**config.mk**
```make
export PLATFORM = sky130hd
export DESIGN_NAME = ldst_stack_unit
export DESIGN_NICKNAME = d
export VERILOG_FILES = /design/src/rtl/ldst_pkg.sv /design/src/rtl/ldst_agen.sv /design/src/rtl/ldst_lane.sv /design/src/rtl/ldst_resp.sv /design/src/rtl/ldst_stack_unit.sv
export SDC_FILE = /design/constraint.sdc
export NUM_CORES = 1
export LEC_CHECK = 0
export ABC_AREA = 1
export BUFFER_PORTS_ARGS = -buffer_cell sky130_fd_sc_hd__buf_2
export CAP_MARGIN = 20
export CORE_MARGIN = 8
export CORE_UTILIZATION = 57
export DETAILED_ROUTE_END_ITERATION = 8
export PLACE_DENSITY = 0.85
export SYNTH_ARGS = -nofsm -noshare
export SYNTH_HDL_FRONTEND = slang
export SYNTH_SLANG_ARGS = --single-unit
```
**constraint.sdc**
```tcl
create_clock -name clk -period 7.1 [get_ports clk]
set_input_delay 1.42 -clock clk [delete_from_list [all_inputs] [get_ports clk]]
set_output_delay 1.42 -clock clk [all_outputs]
set_load 0.01 [all_outputs]
```
**src/rtl/ldst_pkg.sv**
```systemverilog
package ldst_pkg;

  typedef enum logic [2:0] {
    OP_LDW  = 3'd0,
    OP_LDB  = 3'd1,
    OP_STW  = 3'd2,
    OP_STB  = 3'd3,
    OP_POP  = 3'd4,
    OP_PSH  = 3'd5,
    OP_RSV6 = 3'd6,
    OP_RSV7 = 3'd7
  } ldst_op_e;

endpackage

```
**src/rtl/ldst_agen.sv**
```systemverilog
// Effective address, base update and access classification.
module ldst_agen
  import ldst_pkg::*;
#(
  parameter int DW = 32,
  parameter int OW = 16
) (
  input  logic [2:0]    op_i,
  input  logic [DW-1:0] base_i,
  input  logic [OW-1:0] off_i,
  output logic [DW-1:0] addr_o,
  output logic [DW-1:0] nbase_o,
  output logic          legal_o,
  output logic          is_ld_o,
  output logic          is_st_o,
  output logic          is_byte_o,
  output logic          upd_base_o,
  output logic          misal_o
);
  localparam int NL = DW / 8;
  localparam int LB = $clog2(NL);

  ldst_op_e      op;
  logic [DW-1:0] off_x;
  logic [DW-1:0] sum;
  logic [DW-1:0] dif;

  assign op    = ldst_op_e'(op_i);
  assign off_x = {{(DW-OW){off_i[OW-1]}}, off_i};
  assign sum   = base_i + off_x;
  assign dif   = base_i - off_x;

  always_comb begin
    addr_o     = sum;
    nbase_o    = base_i;
    legal_o    = 1'b1;
    is_ld_o    = 1'b0;
    is_st_o    = 1'b0;
    is_byte_o  = 1'b0;
    upd_base_o = 1'b0;
    case (op)
      OP_LDW: is_ld_o = 1'b1;
      OP_LDB: begin
        is_ld_o   = 1'b1;
        is_byte_o = 1'b1;
      end
      OP_STW: is_st_o = 1'b1;
      OP_STB: begin
        is_st_o   = 1'b1;
        is_byte_o = 1'b1;
      end
      OP_POP: begin
        addr_o     = base_i;
        nbase_o    = sum;
        is_ld_o    = 1'b1;
        upd_base_o = 1'b1;
      end
      OP_PSH: begin
        addr_o     = dif;
        nbase_o    = dif;
        is_st_o    = 1'b1;
        upd_base_o = 1'b1;
      end
      default: legal_o = 1'b0;
    endcase
  end

  assign misal_o = legal_o && !is_byte_o && (addr_o[LB-1:0] != '0);

endmodule

```
**src/rtl/ldst_lane.sv**
```systemverilog
// Byte-lane steering for stores and byte selection for loads.
module ldst_lane #(
  parameter int DW = 32
) (
  input  logic                     st_byte_i,
  input  logic [$clog2(DW/8)-1:0]  st_lane_i,
  input  logic [DW-1:0]            st_data_i,
  output logic [DW/8-1:0]          st_be_o,
  output logic [DW-1:0]            st_wdata_o,
  input  logic                     ld_byte_i,
  input  logic [$clog2(DW/8)-1:0]  ld_lane_i,
  input  logic [DW-1:0]            ld_rdata_i,
  output logic [DW-1:0]            ld_val_o
);
  localparam int NL = DW / 8;
  localparam int LB = $clog2(NL);

  logic [7:0] ld_sel;

  for (genvar g = 0; g < NL; g++) begin : g_lane
    assign st_wdata_o[g*8 +: 8] = st_byte_i ? st_data_i[7:0] : st_data_i[g*8 +: 8];
    assign st_be_o[g]           = !st_byte_i || (st_lane_i == LB'(g));
  end

  always_comb begin
    ld_sel = '0;
    for (int i = 0; i < NL; i++) begin
      if (ld_lane_i == LB'(i)) ld_sel = ld_rdata_i[i*8 +: 8];
    end
  end

  assign ld_val_o = ld_byte_i ? {{(DW-8){1'b0}}, ld_sel} : ld_rdata_i;

endmodule

```
**src/rtl/ldst_resp.sv**
```systemverilog
// One-stage record of the issued request, used when read data returns.
module ldst_resp #(
  parameter int DW = 32,
  parameter int RW = 5,
  parameter int LB = 2
) (
  input  logic          clk,
  input  logic          srst_n,
  input  logic          iss_ld_i,
  input  logic          iss_byte_i,
  input  logic [LB-1:0] iss_lane_i,
  input  logic [RW-1:0] iss_dst_i,
  input  logic          iss_bwe_i,
  input  logic [RW-1:0] iss_bidx_i,
  input  logic [DW-1:0] iss_bval_i,
  input  logic          iss_err_i,
  output logic          ld_q_o,
  output logic          byte_q_o,
  output logic [LB-1:0] lane_q_o,
  output logic [RW-1:0] dst_q_o,
  output logic          bwe_q_o,
  output logic [RW-1:0] bidx_q_o,
  output logic [DW-1:0] bval_q_o,
  output logic          err_q_o
);
  logic          ld_d, bwe_d, err_d, byte_d;
  logic [LB-1:0] lane_d;
  logic [RW-1:0] dst_d, bidx_d;
  logic [DW-1:0] bval_d;
  logic          ld_en, b_en;

  assign ld_en = iss_ld_i;
  assign b_en  = iss_bwe_i;

  always_comb begin
    ld_d   = iss_ld_i;
    bwe_d  = iss_bwe_i;
    err_d  = iss_err_i;
    byte_d = byte_q_o;
    lane_d = lane_q_o;
    dst_d  = dst_q_o;
    bidx_d = bidx_q_o;
    bval_d = bval_q_o;
    if (ld_en) begin
      byte_d = iss_byte_i;
      lane_d = iss_lane_i;
      dst_d  = iss_dst_i;
    end
    if (b_en) begin
      bidx_d = iss_bidx_i;
      bval_d = iss_bval_i;
    end
  end

  always_ff @(posedge clk or negedge srst_n) begin
    if (!srst_n) begin
      ld_q_o   <= 1'b0;
      bwe_q_o  <= 1'b0;
      err_q_o  <= 1'b0;
      byte_q_o <= 1'b0;
      lane_q_o <= '0;
      dst_q_o  <= '0;
      bidx_q_o <= '0;
      bval_q_o <= '0;
    end else begin
      ld_q_o   <= ld_d;
      bwe_q_o  <= bwe_d;
      err_q_o  <= err_d;
      byte_q_o <= byte_d;
      lane_q_o <= lane_d;
      dst_q_o  <= dst_d;
      bidx_q_o <= bidx_d;
      bval_q_o <= bval_d;
    end
  end

endmodule

```
**src/rtl/ldst_stack_unit.sv**
```systemverilog
module ldst_stack_unit #(
  parameter int DW = 32,
  parameter int OW = 16,
  parameter int RW = 5
) (
  input  logic              clk,
  input  logic              rst_n,
  input  logic              req_valid,
  input  logic [2:0]        req_op,
  input  logic [DW-1:0]     req_base,
  input  logic [OW-1:0]     req_off,
  input  logic [DW-1:0]     req_data,
  input  logic [RW-1:0]     req_dst,
  input  logic [RW-1:0]     req_bidx,
  output logic              mem_en,
  output logic              mem_we,
  output logic [DW-1:0]     mem_addr,
  output logic [DW/8-1:0]   mem_be,
  output logic [DW-1:0]     mem_wdata,
  input  logic [DW-1:0]     mem_rdata,
  output logic              rd_we,
  output logic [RW-1:0]     rd_idx,
  output logic [DW-1:0]     rd_val,
  output logic              base_we,
  output logic [RW-1:0]     base_idx,
  output logic [DW-1:0]     base_val,
  output logic              align_err
);
  localparam int NL = DW / 8;
  localparam int LB = $clog2(NL);

  // reset release synchroniser
  logic [1:0] rs_q;
  logic       srst_n;

  always_ff @(posedge clk or negedge rst_n) begin
    if (!rst_n) rs_q <= 2'b00;
    else        rs_q <= {rs_q[0], 1'b1};
  end
  assign srst_n = rs_q[1];

  logic [DW-1:0] addr, nbase;
  logic          legal, is_ld, is_st, is_byte, upd_base, misal;
  logic          live, go;

  ldst_agen #(.DW(DW), .OW(OW)) u_agen (
    .op_i       (req_op),
    .base_i     (req_base),
    .off_i      (req_off),
    .addr_o     (addr),
    .nbase_o    (nbase),
    .legal_o    (legal),
    .is_ld_o    (is_ld),
    .is_st_o    (is_st),
    .is_byte_o  (is_byte),
    .upd_base_o (upd_base),
    .misal_o    (misal)
  );

  assign live = req_valid && srst_n && legal;
  assign go   = live && !misal;

  logic          ld_q, byte_q, bwe_q, err_q;
  logic [LB-1:0] lane_q;
  logic [RW-1:0] dst_q, bidx_q;
  logic [DW-1:0] bval_q;
  logic [NL-1:0] be_raw;

  ldst_lane #(.DW(DW)) u_lane (
    .st_byte_i  (is_byte),
    .st_lane_i  (addr[LB-1:0]),
    .st_data_i  (req_data),
    .st_be_o    (be_raw),
    .st_wdata_o (mem_wdata),
    .ld_byte_i  (byte_q),
    .ld_lane_i  (lane_q),
    .ld_rdata_i (mem_rdata),
    .ld_val_o   (rd_val)
  );

  assign mem_en   = go && (is_ld || is_st);
  assign mem_we   = go && is_st;
  assign mem_addr = {addr[DW-1:LB], {LB{1'b0}}};
  assign mem_be   = mem_we ? be_raw : '0;

  logic iss_bwe;
  // a pop naming one register for both roles keeps only the loaded word
  assign iss_bwe = go && upd_base && !(is_ld && (req_dst == req_bidx));

  ldst_resp #(.DW(DW), .RW(RW), .LB(LB)) u_resp (
    .clk        (clk),
    .srst_n     (srst_n),
    .iss_ld_i   (go && is_ld),
    .iss_byte_i (is_byte),
    .iss_lane_i (addr[LB-1:0]),
    .iss_dst_i  (req_dst),
    .iss_bwe_i  (iss_bwe),
    .iss_bidx_i (req_bidx),
    .iss_bval_i (nbase),
    .iss_err_i  (live && misal),
    .ld_q_o     (ld_q),
    .byte_q_o   (byte_q),
    .lane_q_o   (lane_q),
    .dst_q_o    (dst_q),
    .bwe_q_o    (bwe_q),
    .bidx_q_o   (bidx_q),
    .bval_q_o   (bval_q),
    .err_q_o    (err_q)
  );

  assign rd_we     = ld_q;
  assign rd_idx    = dst_q;
  assign base_we   = bwe_q;
  assign base_idx  = bidx_q;
  assign base_val  = bval_q;
  assign align_err = err_q;

endmodule

```
==> run metrics, run 1 <==
status completed; Setup Buffers After CTS 0; commonest non-fill, non-tap cell in the layout nand2_1; layout cell share with drive strength beyond 1 17.1%; core region area 14,500 sq um; Fin. Hold Viols 0; CTS H-tree depth 2; initial core utilization 58.3%; FP Rows 44; syn_area_per_cell 5.29 sq um; CTS Hold Buffers Added 0; PortBufs 272; number of global-route vias before repair 9,562; CP Launch Type input pin; initial antenna violation count 2; critical-path maximum fanout 18; CTS resizes 0; # clock sinks 50; Mapped Cells 1,602; register area share after synthesis 14.8%; CTS tree yes; ys async rst share 100%; drt first pass iters 6; final wirelength 32.5 mm; GRT Util Overall 32.3%; synth-to-layout area growth 15.3%; VDD IR max 0.185 mV; synthesized cell area 8480 sq um; number of synthesized flops with an enable pin 0; Final Max Slew Viols 0; GP Congestion 1.00; dpl hpwl 27.4 mm; max_cap viols 0; highest-delay cell along the critical path ha_1; cells along the critical path buf_2 > inv_1 > ha_1 > nor2_1 > nand2_1 > nor3_1 > nand3_1 > nand4_1 > nand2_1 > o211ai_1 > buf_2; largest stage delay on the critical path 0.53 ns; setup TNS 0 ns; Slew HR 26.1%; RSZ-0062 raised after global routing no; final setup vio count 0; Root Buffer clkbuf_16; Synth Register Bits 50; post-layout min period 5.55 ns; DRC viols 0; CP Class in -> out; commonest non-fill, non-tap cells in the layout nand2_1, inv_1, buf_2; Worst Path Required 5.68 ns; arrival time worst endpoint 4.13 ns; largest net degree at the start of global routing 50; insertion delay to the later sink of the worst-skew pair 0.29 ns; WL/cell 16.4 microns; vias per cell 5.27; Die Y 138 microns; first-pass GRT wire length 48.4 mm; Clock transition at path regs 0.06 ns; I/O Pins 275; violation count after the first detailed-routing iteration 863; CP endpoint kind output pin; Top FF cell, synth dfrtp_1; via count 10,400; Worst-Margin Slew 1.11 ns; HP Class reg -> reg; total CTS buffers 5; Setup Skew 0.00369 ns; crit share post-route 78.1%; pre-CTS WS 1.57 ns; global route overflow 0; Max Root-Sink Buffers 2; Detail Route Antenna Nets 0; WHS 0.348 ns; fmax 180 MHz; PnR worst setup slack 1.55 ns; Leak Pwr 6.21 nW; Synthesis Warnings 0; Final nets 1,987; Die Footprint 19,000 sq um; Pwr Density 175 nW/um^2; Cell variety after synth 38; die width 138 microns
cell usage after synthesis (all sizes together), types with 3 or more instances:
master | instances | area, sq um
buf | 58 | 409
nor2 | 188 | 708
nand4 | 14 | 87.6
ha | 63 | 788
clkbuf | 35 | 131
nor3 | 16 | 91.3
xnor2 | 9 | 78.8
xor2 | 11 | 96.3
nand2 | 576 | 2160
inv | 296 | 1110
a21oi | 57 | 289
nand3 | 117 | 586
or2 | 6 | 37.5
o21ai | 62 | 310
o211ai | 10 | 75.1
o22ai | 6 | 37.5
dfrtp | 50 | 1250
o21bai | 8 | 60.1
and2 | 3 | 18.8
o21a | 3 | 22.5
layer usage:
layer	part of all wire (%)	global-route usage [%]
met3	9.5	6.34
met1	40	39.9
met2	47	54.0
met5	0.071	0
met4	4.1	12.9
metrics by stage:
| stage | power, mW | std cells | utilization (%) | area, sq um |
|---|---|---|---|---|
| 2_1_floorplan | 1.08 | 1603 | - | 8480 |
| 3_3_place_gp | 1.42 | 1971 | 66.1 | 9600 |
| 3_5_place_dp | 1.44 | 1971 | 66.1 | 9600 |
| 4_1_cts | 1.71 | 1978 | 67.2 | 9770 |
| 5_1_grt | 1.85 | 1978 | 67.2 | 9770 |
| 6_report | 1.71 | 1980 | 67.3 | 9770 |
worst max-delay path, delay by kind of cell:
family | cells | cell delay (ns)
fa+ha+maj | 1 | 0.53
buf+inv | 3 | 0.91
compound gates | 1 | 0.16
simple gates | 6 | 1.10
sequential cells by signal (all words and copies together) (netlist names):
| name | flops |
|---|---|
| u_resp.bidx_q_o | 5 |
| u_resp.byte_q_o | 1 |
| u_resp.bwe_q_o | 1 |
| u_resp.lane_q_o | 2 |
| u_resp.dst_q_o | 5 |
| u_resp.ld_q_o | 1 |
| u_resp.bval_q_o | 32 |
| u_resp.err_q_o | 1 |
| rs_q | 2 |
area by class of cell:
type                    instances  area (sq um)
multi-input cells            1164          5600
fillers                      1461          4760
repair buffers                277          1410
flip-flops and latches         50          1250
inverters                     296          1110
well taps                     184           230
clock buffers                   6           139
clock inverters                 1          30.0
diodes                          2          5.00
logic make-up (layout without fill, tap and decap cells):
group                      count (synthesis)  in the layout  share of synthesized area [%]
AOI/OAI and AO/OA                        151            151                           9.89
adders and majority gates                 65             65                           9.77
buffers and inverters                    389            580                           19.5
other                                      2              5                         0.0886
and+or+nand+nor                          925            925                           43.9
xor gates and xnor gates                  20             20                           2.07
DFF                                       50             50                           14.8
final timing paths:
check / from / end / slack (ns) / cells after the start
min: rs_q[0] / rs_q[1] / 0.35 / 0
max: req_off[15] / mem_addr[24] / 1.55 / 11
max in group asynchronous: rst_n / rs_q[1] / 6.09 / 1
max reg2reg: rs_q[1] / u_resp.bval_q_o[12] / 4.13 / 8
min in group asynchronous: rs_q[1] / u_resp.bval_q_o[27] / 0.36 / 1
min reg2reg: rs_q[0] / rs_q[1] / 0.35 / 0
report_power, final:
part	internal, mW	switching [mW]
clock	0.174	0.0980
sequential	0.375	0.0664
combinational	0.359	0.640
total	0.908	0.805
(Power assumes the default switching activity.)
==> run 2, diff against run 1 <==
--- a/config.mk
+++ b/config.mk
@@ -9,9 +9,9 @@
 export BUFFER_PORTS_ARGS = -buffer_cell sky130_fd_sc_hd__buf_2
 export CAP_MARGIN = 20
 export CORE_MARGIN = 8
-export CORE_UTILIZATION = 57
+export CORE_UTILIZATION = 48
 export DETAILED_ROUTE_END_ITERATION = 8
-export PLACE_DENSITY = 0.85
+export PLACE_DENSITY = 0.76
 export SYNTH_ARGS = -nofsm -noshare
 export SYNTH_HDL_FRONTEND = slang
 export SYNTH_SLANG_ARGS = --single-unit
==> constraint.sdc (replaced) <==
create_clock -name clk -period 4.9 [get_ports clk]
set_input_delay 0.98 -clock clk [delete_from_list [all_inputs] [get_ports clk]]
set_output_delay 0.98 -clock clk [all_outputs]
set_load 0.01 [all_outputs]
==> run 2 against run 1 <==
  * Sequential cell count stayed put
  * Hold slack gained 0.012 ns
  * Design area rose by 0.64%
  * Core utilization decreased by 10 points
  * Non-clock buffer count rose by 5
  * Via count is 1.4% lower
  * Critical path depth did not move
  * Largest cell class unchanged
==> run metrics, run 2 (synthesis gave the netlist of run 1 again) <==
Hold Path Depth 0; R2R setup slack 2.37 ns; worst hold path startpoint rs_q[0]; FP Rows 48; r2r worst-path depth 8; Slew HR 38.2%; RSZ-0062 raised after global routing no; Die Y 149 microns; Top Registers u_resp.bval_q_o (32), u_resp.bidx_q_o (5), u_resp.dst_q_o (5); Final Max Slew Viols 0; crit share post-route 90.4%; final wirelength 33.5 mm; core region area 17,300 sq um; PortBufs 272; drt first pass iters 5; synth-to-layout area growth 16.1%; Internal Power 1.26 mW; DRC viols 0; CP endpoint kind output pin; commonest non-fill, non-tap cell in the layout nand2_1; CP Launch Type input pin; CTS Hold Buffers Added 0; commonest non-fill, non-tap cells in the layout nand2_1, inv_1, buf_2; setup TNS 0 ns; CTS H-tree depth 2; layout cell share with drive strength beyond 1 17.3%; CP Class in -> out; Sequential Power Share 26.0%; total power 2.44 mW; Worst Path Required 3.92 ns; # clock sinks 50; Pwr Density 248 nW/um^2; Leak Pwr 6.23 nW; Net Sw Frac 48.3%; CTS resizes 0; Max Root-Sink Buffers 2; fmax 226 MHz; Die Footprint 22,200 sq um; final setup vio count 0; status completed; insertion delay to the later sink of the worst-skew pair 0.29 ns; total CTS buffers 5; initial antenna violation count 0; arrival time worst endpoint 3.45 ns; reg2reg end u_resp.bval_q_o[8]; VDD IR max 0.252 mV; first-pass GRT wire length 51.3 mm; critical-path maximum fanout 16; Net Sw Power 1.18 mW; Detail Route Antenna Nets 0; antenna cell count 0; Comb pwr share 59.5%; Setup Skew 0.00698 ns; WL/cell 16.5 microns; Fin. Hold Viols 0; Clock Power Share 14.5%; dpl hpwl 28.5 mm; CTS tree yes; max_cap viols 0; number of flip-flops in the largest register 32; GP Congestion 0.972; largest reg by FF count u_resp.bval_q_o; via count 10,300; GRT Util Overall 29.0%; Setup Buffers After CTS 0; global route overflow 0; number of global-route vias before repair 9,696; post-layout min period 4.43 ns; I/O Pins 275; Worst-Margin Slew 0.928 ns; Critical path origin req_off[15]; Fillers 1,867; Final nets 1,992; vias per cell 5.08; Clock transition at path regs 0.07 ns; worst hold endpoint rs_q[1]; die width 149 microns; violation count after the first detailed-routing iteration 735; FF-to-FF Start rs_q[1]; Root Buffer clkbuf_16; largest net degree at the start of global routing 50; HP Class reg -> reg; initial core utilization 49.0%
-- run 2: changes by cell type in the layout (fill, tap and decap cells not counted), sizes merged --
| cell | before | now |
|---|---|---|
| clkbuf | 6 | 5 |
| diode | 2 | 0 |
| buf | 277 | 282 |
| bufinv | 1 | 0 |
| clkinv | 0 | 2 |
| inv | 296 | 297 |
-- run 2: worst max path at each step --
stage | end | slack (ns) | cells past startpoint
6_report | mem_addr[23] | 0.47 | 11
3_3_place_gp | mem_addr[24] | 0.58 | 11
3_5_place_dp | mem_addr[23] | 0.52 | 11
2_1_floorplan | mem_addr[23] | 1.15 | 11
5_1_grt | mem_addr[23] | 0.27 | 11
4_1_cts | mem_addr[23] | 0.50 | 11
-- run 2: layer usage --
metal  global-route usage (%)  up-vias  share of wire, %
li1                         -     5236                 -
met1                     34.9     4531                41
met2                     49.0      432                47
met3                     5.13       88               7.3
met4                     14.2        0               5.1
met5                        0        -                 0
-- run 2: layout make-up --
| type | instances | area [sq um] | area share, % |
|---|---|---|---|
| Multi-Input combinational cell | 1164 | 5590 | 56.8 |
| Timing Repair Buffer | 282 | 1450 | 14.7 |
| Sequential cell | 50 | 1250 | 12.7 |
| Inverter | 296 | 1110 | 11.3 |
| Tap cell | 225 | 282 | 2.86 |
| Clock buffer | 5 | 125 | 1.27 |
| Clock inverter | 3 | 28.8 | 0.293 |
-- run 2: power by group through the flow --
stage / registers (mW) / clock network [mW] / logic [mW]
after floorplan: 0.683 / 0 / 0.886
after global placement: 0.631 / 0 / 1.44
after detailed placement: 0.639 / 0 / 1.45
after CTS: 0.632 / 0.365 / 1.46
after global routing: 0.650 / 0.383 / 1.61
final: 0.633 / 0.354 / 1.45
-- run 2: through the flow --
step	instance area, sq um	worst slack (ns)	hold WS (ns)	cells	util [%]
2_1_floorplan	8480	1.15	0.331	1603	-
3_3_place_gp	9680	0.585	0.336	2017	56.0
3_5_place_dp	9680	0.517	0.350	2017	56.0
4_1_cts	9840	0.496	0.365	2025	56.9
5_1_grt	9840	0.273	0.378	2025	56.9
6_report	9840	0.468	0.359	2025	56.9
-- run 2: worst max-delay path, stage by stage --
cell,delay (ns)
buf_2,0.10
inv_1,0.42
ha_1,0.45
nor2_1,0.25
nand2_1,0.16
nor3_1,0.28
nand3_1,0.18
nand4_1,0.11
nand2_1,0.09
o211ai_1,0.23
buf_2,0.18
